**config.mk**
```make
export PLATFORM = sky130hd
export DESIGN_NAME = vec_issue_ctrl
export DESIGN_NICKNAME = d
export VERILOG_FILES = /design/src/rtl/vi_pkg.sv /design/src/rtl/vi_issue_seq.sv /design/src/rtl/vi_valid_chain.sv /design/src/rtl/vi_retire.sv /design/src/rtl/vec_issue_ctrl.sv
export SDC_FILE = /design/constraint.sdc
export NUM_CORES = 1
export LEC_CHECK = 0
export BUFFER_PORTS_ARGS = -buffer_cell sky130_fd_sc_hd__buf_2
export CAP_MARGIN = 40
export CORE_MARGIN = 2
export CORE_UTILIZATION = 45
export DETAILED_ROUTE_END_ITERATION = 8
export GPL_ROUTABILITY_DRIVEN = 0
export GPL_TIMING_DRIVEN = 0
export PLACE_DENSITY_LB_ADDON = 0.05
export SLEW_MARGIN = 5
export SYNTH_ARGS = -nofsm -noshare
export SYNTH_HDL_FRONTEND = slang
export SYNTH_SLANG_ARGS = --single-unit
```
**constraint.sdc**
```tcl
create_clock -name clk -period 2.35 [get_ports clk]
set_input_delay 0.1175 -clock clk [delete_from_list [all_inputs] [get_ports clk]]
set_output_delay 0.1175 -clock clk [all_outputs]
set_load 0.1 [all_outputs]
```
**src/rtl/vi_pkg.sv**
```systemverilog
package vi_pkg;

  typedef enum logic [1:0] {
    VOP_ADD  = 2'd0,
    VOP_MUL  = 2'd1,
    VOP_DIV  = 2'd2,
    VOP_LOAD = 2'd3
  } vop_e;

  function automatic int lat_pick(vop_e op, int l_add, int l_mul, int l_div, int l_ld);
    case (op)
      VOP_ADD: return l_add;
      VOP_MUL: return l_mul;
      VOP_DIV: return l_div;
      default: return l_ld;
    endcase
  endfunction

  function automatic int max4(int a, int b, int c, int d);
    int m;
    m = a;
    if (b > m) m = b;
    if (c > m) m = c;
    if (d > m) m = d;
    return m;
  endfunction

endpackage

```
**src/rtl/vi_issue_seq.sv**
```systemverilog
module vi_issue_seq #(
  parameter int MAX_VL = 64,
  parameter int LEN_W  = 7,
  parameter int IDX_W  = 6,
  parameter int DEPTH  = 20,
  parameter int PW     = 5,
  parameter int L_ADD  = 6,
  parameter int L_MUL  = 6,
  parameter int L_DIV  = 20,
  parameter int L_LD   = 12
) (
  input  logic              clk,
  input  logic              rst,
  input  logic              start_i,
  input  logic [1:0]        op_i,
  input  logic [LEN_W-1:0]  vlen_i,
  input  logic [MAX_VL-1:0] mask_i,
  input  logic              last_retired_i,
  output logic              busy_o,
  output logic              done_o,
  output logic              iss_vld_o,
  output logic [IDX_W-1:0]  iss_idx_o,
  output logic              ins_vld_o,
  output logic [PW-1:0]     ins_pos_o,
  output logic [IDX_W+1:0]  ins_tok_o
);
  import vi_pkg::*;

  logic [LEN_W-1:0]  n_in, n_q, cnt_q, cnt_nx;
  logic [MAX_VL-1:0] mask_q;
  logic [PW-1:0]     pos_q, pos_new;
  logic              issuing_q, accept, go;
  logic              nxt_msk, nxt_last;
  logic [IDX_W-1:0]  nxt_idx;
  int                lat_sel;

  always_comb begin
    n_in    = (vlen_i > LEN_W'(MAX_VL)) ? LEN_W'(MAX_VL) : vlen_i;
    accept  = start_i & ~busy_o;
    go      = accept & (n_in != '0);
    lat_sel = lat_pick(vop_e'(op_i), L_ADD, L_MUL, L_DIV, L_LD);
    pos_new = PW'(DEPTH - lat_sel);
    cnt_nx  = cnt_q + LEN_W'(1);
    ins_vld_o = 1'b0;
    nxt_idx   = '0;
    nxt_msk   = 1'b0;
    nxt_last  = 1'b0;
    ins_pos_o = pos_q;
    if (go) begin
      ins_vld_o = 1'b1;
      nxt_msk   = mask_i[0];
      nxt_last  = (n_in == LEN_W'(1));
      ins_pos_o = pos_new;
    end else if (issuing_q) begin
      ins_vld_o = 1'b1;
      nxt_idx   = cnt_q[IDX_W-1:0];
      nxt_msk   = mask_q[cnt_q[IDX_W-1:0]];
      nxt_last  = (cnt_nx == n_q);
    end
    ins_tok_o = {nxt_last, nxt_msk, nxt_idx};
  end

  always_ff @(posedge clk) begin
    if (rst) begin
      busy_o    <= 1'b0;
      done_o    <= 1'b0;
      iss_vld_o <= 1'b0;
      iss_idx_o <= '0;
      issuing_q <= 1'b0;
      cnt_q     <= '0;
      n_q       <= '0;
      mask_q    <= '0;
      pos_q     <= '0;
    end else begin
      iss_vld_o <= ins_vld_o;
      iss_idx_o <= nxt_idx;
      done_o    <= (accept & (n_in == '0)) | last_retired_i;
      if (go) begin
        busy_o    <= 1'b1;
        n_q       <= n_in;
        mask_q    <= mask_i;
        pos_q     <= pos_new;
        cnt_q     <= LEN_W'(1);
        issuing_q <= (n_in != LEN_W'(1));
      end else begin
        if (issuing_q) begin
          cnt_q     <= cnt_nx;
          issuing_q <= (cnt_nx != n_q);
        end
        if (last_retired_i) busy_o <= 1'b0;
      end
    end
  end

endmodule

```
**src/rtl/vi_valid_chain.sv**
```systemverilog
module vi_valid_chain #(
  parameter int DEPTH = 20,
  parameter int PW    = 5,
  parameter int IDX_W = 6,
  localparam int TW   = IDX_W + 2
) (
  input  logic             clk,
  input  logic             rst,
  input  logic             ins_vld_i,
  input  logic [PW-1:0]    ins_pos_i,
  input  logic [TW-1:0]    ins_tok_i,
  output logic             tail_vld_o,
  output logic [TW-1:0]    tail_tok_o,
  output logic             pen_vld_o,
  output logic [IDX_W-1:0] pen_idx_o
);

  for (genvar i = 0; i < DEPTH; i++) begin : g_stage
    logic          s_vld;
    logic [TW-1:0] s_tok;
    if (i == 0) begin : g_head
      always_ff @(posedge clk) begin
        if (rst) begin
          s_vld <= 1'b0;
          s_tok <= '0;
        end else if (ins_vld_i && ins_pos_i == PW'(i)) begin
          s_vld <= 1'b1;
          s_tok <= ins_tok_i;
        end else begin
          s_vld <= 1'b0;
          s_tok <= '0;
        end
      end
    end else begin : g_body
      always_ff @(posedge clk) begin
        if (rst) begin
          s_vld <= 1'b0;
          s_tok <= '0;
        end else if (ins_vld_i && ins_pos_i == PW'(i)) begin
          s_vld <= 1'b1;
          s_tok <= ins_tok_i;
        end else begin
          s_vld <= g_stage[i-1].s_vld;
          s_tok <= g_stage[i-1].s_tok;
        end
      end
    end
  end

  assign tail_vld_o = g_stage[DEPTH-1].s_vld;
  assign tail_tok_o = g_stage[DEPTH-1].s_tok;
  assign pen_vld_o  = g_stage[DEPTH-2].s_vld;
  assign pen_idx_o  = g_stage[DEPTH-2].s_tok[IDX_W-1:0];

endmodule

```
**src/rtl/vi_retire.sv**
```systemverilog
module vi_retire #(
  parameter int IDX_W = 6,
  localparam int TW   = IDX_W + 2
) (
  input  logic             clk,
  input  logic             rst,
  input  logic             tail_vld_i,
  input  logic [TW-1:0]    tail_tok_i,
  input  logic             pen_vld_i,
  input  logic [IDX_W-1:0] pen_idx_i,
  output logic             wb_vld_o,
  output logic [IDX_W-1:0] wb_idx_o,
  output logic             fwd_vld_o,
  output logic [IDX_W-1:0] fwd_idx_o,
  output logic             last_retired_o
);

  always_ff @(posedge clk) begin
    if (rst) begin
      wb_vld_o       <= 1'b0;
      wb_idx_o       <= '0;
      fwd_vld_o      <= 1'b0;
      fwd_idx_o      <= '0;
      last_retired_o <= 1'b0;
    end else begin
      wb_vld_o       <= tail_vld_i & tail_tok_i[IDX_W];
      wb_idx_o       <= tail_tok_i[IDX_W-1:0];
      last_retired_o <= tail_vld_i & tail_tok_i[IDX_W+1];
      fwd_vld_o      <= pen_vld_i;
      fwd_idx_o      <= pen_idx_i;
    end
  end

endmodule

```
**src/rtl/vec_issue_ctrl.sv**
```systemverilog
module vec_issue_ctrl #(
  parameter int MAX_VL = 64,
  parameter int L_ADD  = 6,
  parameter int L_MUL  = 6,
  parameter int L_DIV  = 20,
  parameter int L_LD   = 12,
  localparam int LEN_W = $clog2(MAX_VL + 1),
  localparam int IDX_W = $clog2(MAX_VL)
) (
  input  logic              clk,
  input  logic              rst,
  input  logic              start_i,
  input  logic [1:0]        op_i,
  input  logic [LEN_W-1:0]  vlen_i,
  input  logic [MAX_VL-1:0] mask_i,
  output logic              iss_vld_o,
  output logic [IDX_W-1:0]  iss_idx_o,
  output logic              fwd_vld_o,
  output logic [IDX_W-1:0]  fwd_idx_o,
  output logic              wb_vld_o,
  output logic [IDX_W-1:0]  wb_idx_o,
  output logic              busy_o,
  output logic              done_o
);
  localparam int DEPTH = vi_pkg::max4(L_ADD, L_MUL, L_DIV, L_LD);
  localparam int PW    = $clog2(DEPTH);
  localparam int TW    = IDX_W + 2;

  logic             ins_vld, tail_vld, pen_vld, last_ret;
  logic [PW-1:0]    ins_pos;
  logic [TW-1:0]    ins_tok, tail_tok;
  logic [IDX_W-1:0] pen_idx;

  vi_issue_seq #(
    .MAX_VL(MAX_VL), .LEN_W(LEN_W), .IDX_W(IDX_W), .DEPTH(DEPTH), .PW(PW),
    .L_ADD(L_ADD), .L_MUL(L_MUL), .L_DIV(L_DIV), .L_LD(L_LD)
  ) u_seq (
    .clk(clk), .rst(rst), .start_i(start_i), .op_i(op_i), .vlen_i(vlen_i),
    .mask_i(mask_i), .last_retired_i(last_ret), .busy_o(busy_o), .done_o(done_o),
    .iss_vld_o(iss_vld_o), .iss_idx_o(iss_idx_o), .ins_vld_o(ins_vld),
    .ins_pos_o(ins_pos), .ins_tok_o(ins_tok)
  );

  vi_valid_chain #(.DEPTH(DEPTH), .PW(PW), .IDX_W(IDX_W)) u_chain (
    .clk(clk), .rst(rst), .ins_vld_i(ins_vld), .ins_pos_i(ins_pos),
    .ins_tok_i(ins_tok), .tail_vld_o(tail_vld), .tail_tok_o(tail_tok),
    .pen_vld_o(pen_vld), .pen_idx_o(pen_idx)
  );

  vi_retire #(.IDX_W(IDX_W)) u_ret (
    .clk(clk), .rst(rst), .tail_vld_i(tail_vld), .tail_tok_i(tail_tok),
    .pen_vld_i(pen_vld), .pen_idx_i(pen_idx), .wb_vld_o(wb_vld_o),
    .wb_idx_o(wb_idx_o), .fwd_vld_o(fwd_vld_o), .fwd_idx_o(fwd_idx_o),
    .last_retired_o(last_ret)
  );

endmodule

```
==> key figures, run 1 <==
Run status
  • Status: finished with violations
  • Failing checks: negative setup slack

Final layout
  • Share of cells above drive strength 1: 0.147
  • Area growth, synth to finish: 25.3%
  • Nets@finish: 1,448
  • Final Instance Count excl. Fillers: 1,713
  • Design area: 0.0134 mm^2

Synth
  • Top cell type's share of synthesized area: 0.539
  • Cell with the most instances after synthesis: dfxtp_1
  • Synth Register Bits: 288
  • Asr flop ratio synth: 0
  • Cell Area, Synth: 0.0107 mm^2
  • Post-Synth Simple-Gate Area: 0.187
  • Synth unique cells: 45
  • Compound-gate portion of the synthesized area: 0.0848
  • Post-synthesis sequential area ratio: 0.539
  • Mapped Nets: 1,248
  • Main synth FF type: dfxtp_1
  • Top cells by count, synth: 288 x dfxtp_1, 238 x nor2_1, 161 x nand2_1, 134 x mux2i_1, 83 x a21oi_1
  • Average size of a mapped cell: 9.14 um^2
  • Synth area leaders: dfxtp_1 54%, mux2i_1 13%, nor2_1 8.3%
  • Post-synth EDFFs: 0
  • Syn Inst Count: 1,171
  • Synth Area in XOR/XNOR: 0.0115
  • Ys Warns: 0
  • Post-synthesis adder-cell area fraction: 0.00117
  • Main combinational cell family by area after synthesis: simple AND/OR/NAND/NOR gates
  • Post-synthesis mux area share: 0.134
  • Area leader, netlist: dfxtp_1

Clock tree
  • Clock Path Buffers: 3
  • TritonCTS Buffers: 30
  • H-tree levels: 1
  • Clk sinks: 288
  • CTS tree: yes
  • Postcts setup bufs: 0
  • Clock Tree Root: clkbuf_16
  • Worst-Skew Late Latency: 0.55 ns
  • Clock Pin Slew Worst Setup and Hold Paths: 0.06 ns

GRT
  • GR Overflow Total: 0
  • Vias in the first global route: 8,149
  • Initial antenna violation count: 1
  • Total track usage: 0.215
  • Pin count of the biggest net entering global routing: 15
  • First-pass GRT wire length: 42,500 um

Place
  • Placed inst area: 0.0116 mm^2
  • DP HPWL: 18,100 um
  • I/O Buffers: 98
  • Post-Place Cells: 1,588

STA
  • Final WS setup: -0.0295 ns
  • Clk_skew: 0.00778 ns
  • Final worst path period share: 1.01
  • RSZ-0062 raised after global routing: true
  • Final Hold Viols: 0
  • Max Fclk: 420 MHz
  • Max-slew violation count: 0
  • Worst slew pin tran: 0.731 ns
  • Final min period: 2.38 ns
  • Final setup fails: 10
  • Slew margin rel.: 0.513

Floorplanning
  • Io pins: 99
  • Effective utilization at floorplan: 0.457
  • Core Area: 0.0234 mm^2
  • DIE HEIGHT: 158 um
  • Die X-Extent: 158 um
  • Std-Cell Rows: 56
  • Die ar.: 0.0250 mm^2

Critical path
  • Reg-to-Reg End: u_chain.g_stage[18].s_tok[6]
  • CP Capture Type: register
  • Worst Reg-to-Reg Cells: 7
  • RR Startpoint: u_seq.cnt_q[0]
  • Setup Crit Path Kind: reg2reg
  • Arrival @ worst endpoint: 2.78 ns
  • Worst path required time: 2.75 ns
  • Worst-path maximum fanout: 10
  • Critical path startpoint: u_seq.cnt_q[0]
  • Startpoint types: register
  • Setup crit end: u_chain.g_stage[18].s_tok[6]
  • Flop2flop setup slack: -0.03 ns

Route
  • WL per Instance: 15.5 um
  • Final ANT Viol Nets: 0
  • Drt drc: 0
  • DRT iter0 DRCs: 545
  • Vias per inst: 4.91
  • Drt first pass iters: 5
  • Routed via count: 8,406
  • Routed WL: 26,500 um

Power
  • Max IR drop VDD: 0.581 mV
  • Leak Pwr: 5.04 nW
  • Pwr/cell area: 801 mW/mm^2

Run
  • Max cap viols: 0

Hold path
  • Tightest Hold Check Type: in2reg
==> worst min-delay path by stage <==
stage | startpoint | endpoint | slack [ns] | cells after the start
after floorplan | mask_i[10] | u_seq.mask_q[10] | 0.25 | 2
after global placement | mask_i[41] | u_seq.mask_q[41] | 0.36 | 3
after detailed placement | mask_i[54] | u_seq.mask_q[54] | 0.36 | 3
after CTS | op_i[0] | u_seq.pos_q[3] | 0.005 | 4
after global routing | op_i[0] | u_seq.pos_q[3] | 0.04 | 4
final | op_i[0] | u_seq.pos_q[3] | 0.01 | 4
==> layer usage <==
layer	GRT usage	part of all wire
met1	0.303	0.49
met2	0.354	0.46
met3	0.0304	0.041
met4	0.0459	0.018
met5	0	0
==> state kept, by name, indices dropped and copies added (netlist names) <==
| signal | cells |
|---|---|
| u_chain.g_stage.s_tok | 152 |
| u_chain.g_stage.s_vld | 18 |
| u_chain.pen_vld_o | 1 |
| u_chain.tail_tok_o | 8 |
| u_chain.tail_vld_o | 1 |
| u_ret.fwd_idx_o | 6 |
| u_ret.fwd_vld_o | 1 |
| u_ret.last_retired_o | 1 |
| u_ret.wb_idx_o | 6 |
| u_ret.wb_vld_o | 1 |
| u_seq.busy_o | 1 |
| u_seq.cnt_q | 7 |
| u_seq.done_o | 1 |
| u_seq.iss_idx_o | 6 |
| u_seq.iss_vld_o | 1 |
| u_seq.issuing_q | 1 |
| u_seq.mask_q | 64 |
| u_seq.n_q | 7 |
| u_seq.pos_q | 5 |
==> cells by family after synthesis <==
family                   Yosys count
buffers and inverters            105
adder cells (fa/ha/maj)            1
AO/OA/AOI/OAI                    148
multiplexers                     138
XOR/XNOR                          14
flip-flops                       288
AND/OR/NAND/NOR                  477
==> layout make-up <==
type                       count  area, um^2
fill                        2154        9990
multi-input combinational    778        4500
tap                          319         399
buffer                        99         482
timing repair buffer         170        1210
sequential                   288        5770
clock buffer                  46         892
clock inverter                 8         140
inverter                       4        15.0
antenna                        1        2.50
==> stage by stage <==
stage	setup slack, ns	TNS [ns]	utilization	hold slack [ns]	power [mW]
after global placement	-0.511	-23.31	0.495	0.360	5.83
after floorplan	0.312	0	-	0.253	5.59
final	-0.0295	-0.153	0.573	0.0109	10.7
after global routing	-0.0750	-0.876	0.573	0.0358	11.1
after CTS	-0.000366	-0.000366	0.572	0.00509	10.8
after detailed placement	-0.520	-25.39	0.495	0.363	5.84
==> worst max-delay path: stages (launching register included) <==
cell,delay [ns]
dfxtp_1,0.36
buf_6,0.19
mux4_2,0.52
o21ai_0,0.37
a2111oi_2,0.15
a211oi_2,0.28
buf_4,0.25
a211oi_1,0.09
==> timing repair <==
item	4_1_cts	5_1_grt
endpoints found under the hold margin	74	0
gates resized for setup	16	17
endpoints found under the setup margin	100	65
hold buffers	72	0
pin swaps	1	0
==> power breakdown <==
group / leakage [nW] / switching, mW / total (mW) / internal, mW
clock network: 0.508 / 1.88 / 4.91 / 3.03
logic: 2.20 / 0.474 / 0.802 / 0.328
registers: 2.33 / 0.0522 / 5.04 / 4.98
total: 5.04 / 2.40 / 10.7 / 8.34
==> cells in the final DEF, fill, tap and decap left out, drive strengths merged, types with 3 or more instances in the layout <==
cell type / Yosys / layout
a21oi: 83 / 83
inv: 4 / 4
bufinv: 0 / 4
xor2: 7 / 7
nor2b: 17 / 17
nor4: 5 / 5
o21ai: 7 / 7
buf: 38 / 138
nor3b: 3 / 3
dfxtp: 288 / 288
nand3b: 4 / 4
mux4: 4 / 4
nor2: 238 / 238
and3: 8 / 8
xnor2: 7 / 7
clkinv: 0 / 4
a211oi: 38 / 38
nand2: 161 / 161
nand3: 18 / 18
dlygate4sd3: 0 / 72
or3: 5 / 5
a22oi: 7 / 7
clkbuf: 63 / 105
nand2b: 8 / 8
mux2i: 134 / 134
(Power assumes the default switching activity.)
==> run 2, diff against run 1 <==
- REMOVE_ABC_BUFFERS: not set -> 1
==> key figures, run 2 (synthesis gave the netlist of run 1 again) <==
Run status
  • Status: completed

Final layout
  • Register name with the most flops: u_chain.g_stage.s_tok
  • ANT cells: 0
  • Share of cells above drive strength 1: 0.163
  • Area growth, synth to finish: 26.6%
  • Final Instance Count excl. Fillers: 1,653
  • Max FFs per register: 152
  • Nets@finish: 1,389
  • Most frequent cells in the layout: 281 x dfxtp_1, 237 x nor2_1, 160 x nand2_1
  • Design area: 0.0135 mm^2
  • Fillcell total: 2,126
  • Biggest regs: u_chain.g_stage.s_tok: 152 flops, u_seq.mask_q: 64 flops, u_chain.g_stage.s_vld: 18 flops
  • Commonest non-fill, non-tap cell in the layout: dfxtp_1

Clock tree
  • Clock Tree Root: clkbuf_16
  • Clock Path Buffers: 3
  • Worst-Skew Late Latency: 0.55 ns
  • CTS tree: yes
  • TritonCTS Buffers: 30
  • Clock Pin Slew Worst Setup and Hold Paths: 0.06 ns
  • Clk sinks: 288
  • H-tree levels: 1

Route
  • Drt drc: 0
  • Routed via count: 8,135
  • Drt first pass iters: 4
  • Final ANT Viol Nets: 0
  • Routed WL: 23,500 um
  • DRT iter0 DRCs: 344
  • WL per Instance: 14.2 um
  • Vias per inst: 4.92

Power
  • Sequential share of power: 0.476
  • Design Power: 10.6 mW
  • Pwr/cell area: 782 mW/mm^2
  • Combinational power share: 0.077
  • Clock network power share: 0.447
  • P_sw: 2.37 mW
  • Leak Pwr: 5.03 nW
  • Internal Pwr Total: 8.22 mW
  • Max IR drop VDD: 0.559 mV
  • Sw frac: 0.224

Critical path
  • Worst path buffer plus inverter count: 2
  • Crit-path leading delay family: multiplexers
  • CP Capture Type: register
  • Worst path required time: 2.76 ns
  • Arrival @ worst endpoint: 2.68 ns
  • Setup Crit Path Kind: reg2reg
  • Crit path max-delay cell type: mux4_2
  • Worst-path maximum fanout: 24
  • Worst path cell trace: buf_12 > mux4_2 > mux2i_1 > nand2_1 > nor4b_4 > a211oi_4 > buf_6 > a311oi_1
  • Startpoint types: register
  • Max stage delay on crit path: 0.53 ns

Floorplanning
  • Std-Cell Rows: 56
  • Core Area: 0.0234 mm^2
  • Effective utilization at floorplan: 0.457
  • Die ar.: 0.0250 mm^2
  • Die X-Extent: 158 um
  • Io pins: 99
  • DIE HEIGHT: 158 um

STA
  • Final min period: 2.27 ns
  • Max Fclk: 440 MHz
  • Final worst path period share: 0.968
  • Slew margin rel.: 0.446
  • RSZ-0062 raised after global routing: false
  • Fin Hold WS: 0.0497 ns
  • Worst slew pin tran: 0.831 ns
  • Max-slew violation count: 0
  • Setup TNS: 0 ns
  • Clk_skew: 0.0143 ns
  • Final Hold Viols: 0
  • Final setup fails: 0

GRT
  • Pin count of the biggest net entering global routing: 145
  • Initial antenna violation count: 0
  • Total track usage: 0.190
  • First-pass GRT wire length: 38,800 um
  • GR Overflow Total: 0
  • Vias in the first global route: 7,820

Place
  • DP HPWL: 14,200 um
  • I/O Buffers: 98
  • Placed inst area: 0.0115 mm^2
  • Post-Place Cells: 1,516

Run
  • Max cap viols: 0

Hold path
  • Tightest Hold Check Type: in2reg
run 2: cell count changes in the layout (fill, tap and decap cells not counted), sizes merged:
cell,before,now
buf,138,135
diode,1,0
clkinv,4,5
clkbuf,105,47
dlygate4sd3,72,75
bufinv,4,2
run 2: stage by stage:
stage,setup slack (ns),util
2_1_floorplan,-1.52,-
3_3_place_gp,-3.22,0.476
3_5_place_dp,-1.20,0.493
4_1_cts,0.0210,0.575
5_1_grt,0.00380,0.579
6_report,0.0760,0.579
run 2: layout make-up:
cell class / count / area (um^2) / share of cell area
sequential: 288 / 5780 / 0.427
multi-input combinational: 778 / 4640 / 0.343
clock inverter: 7 / 88.8 / 0.00656
timing repair buffer: 210 / 1710 / 0.126
inverter: 4 / 15.0 / 0.00111
tap: 319 / 399 / 0.0295
clock buffer: 47 / 916 / 0.0676
run 2: worst paths after layout:
check / start / endpoint / slack, ns / depth (start not counted)
worst max-delay path: u_seq.cnt_q[0] / u_chain.g_stage[8].s_tok[6] / 0.08 / 8
worst max register to register: u_seq.cnt_q[0] / u_chain.g_stage[8].s_tok[6] / 0.08 / 8
worst min register to register: u_chain.g_stage[7].s_vld / u_chain.g_stage[8].s_vld / 0.42 / 2
worst min-delay path: vlen_i[5] / u_seq.n_q[5] / 0.05 / 4
run 2: power groups by stage:
stage | clock (mW) | combinational (mW) | sequential [mW]
after floorplan | 0 | 0.310 | 5.19
after global placement | 0 | 0.566 | 5.20
after detailed placement | 0 | 0.656 | 5.16
after CTS | 4.85 | 0.799 | 5.04
after global routing | 5.05 | 0.896 | 5.05
final | 4.74 | 0.815 | 5.04
run 2: per-layer routing:
layer  wire [um]  track usage  up-vias
met5           0            0        -
met4         475       0.0446        0
met3         827       0.0285       35
met2       11000        0.321      128
met1       11200        0.256     3821
li1            -            -     4151
run 2: repair_timing:
action	4_1_cts	5_1_grt
endpoints found under the hold margin	76	0
setup endpoints to repair	105	53
gates resized for setup	27	13
buffers inserted	6	2
cloned	0	0
hold buffers	75	0
pin swaps	3	3
run 2: worst register-to-register path: cells and delay by family, from the launching register on:
kind | cells | cell delay [ns]
buffers and inverters | 2 | 0.42
AOI/OAI and AO/OA | 2 | 0.41
and+or+nand+nor | 2 | 0.23
muxes | 2 | 0.71
DFF | 1 | 0.36
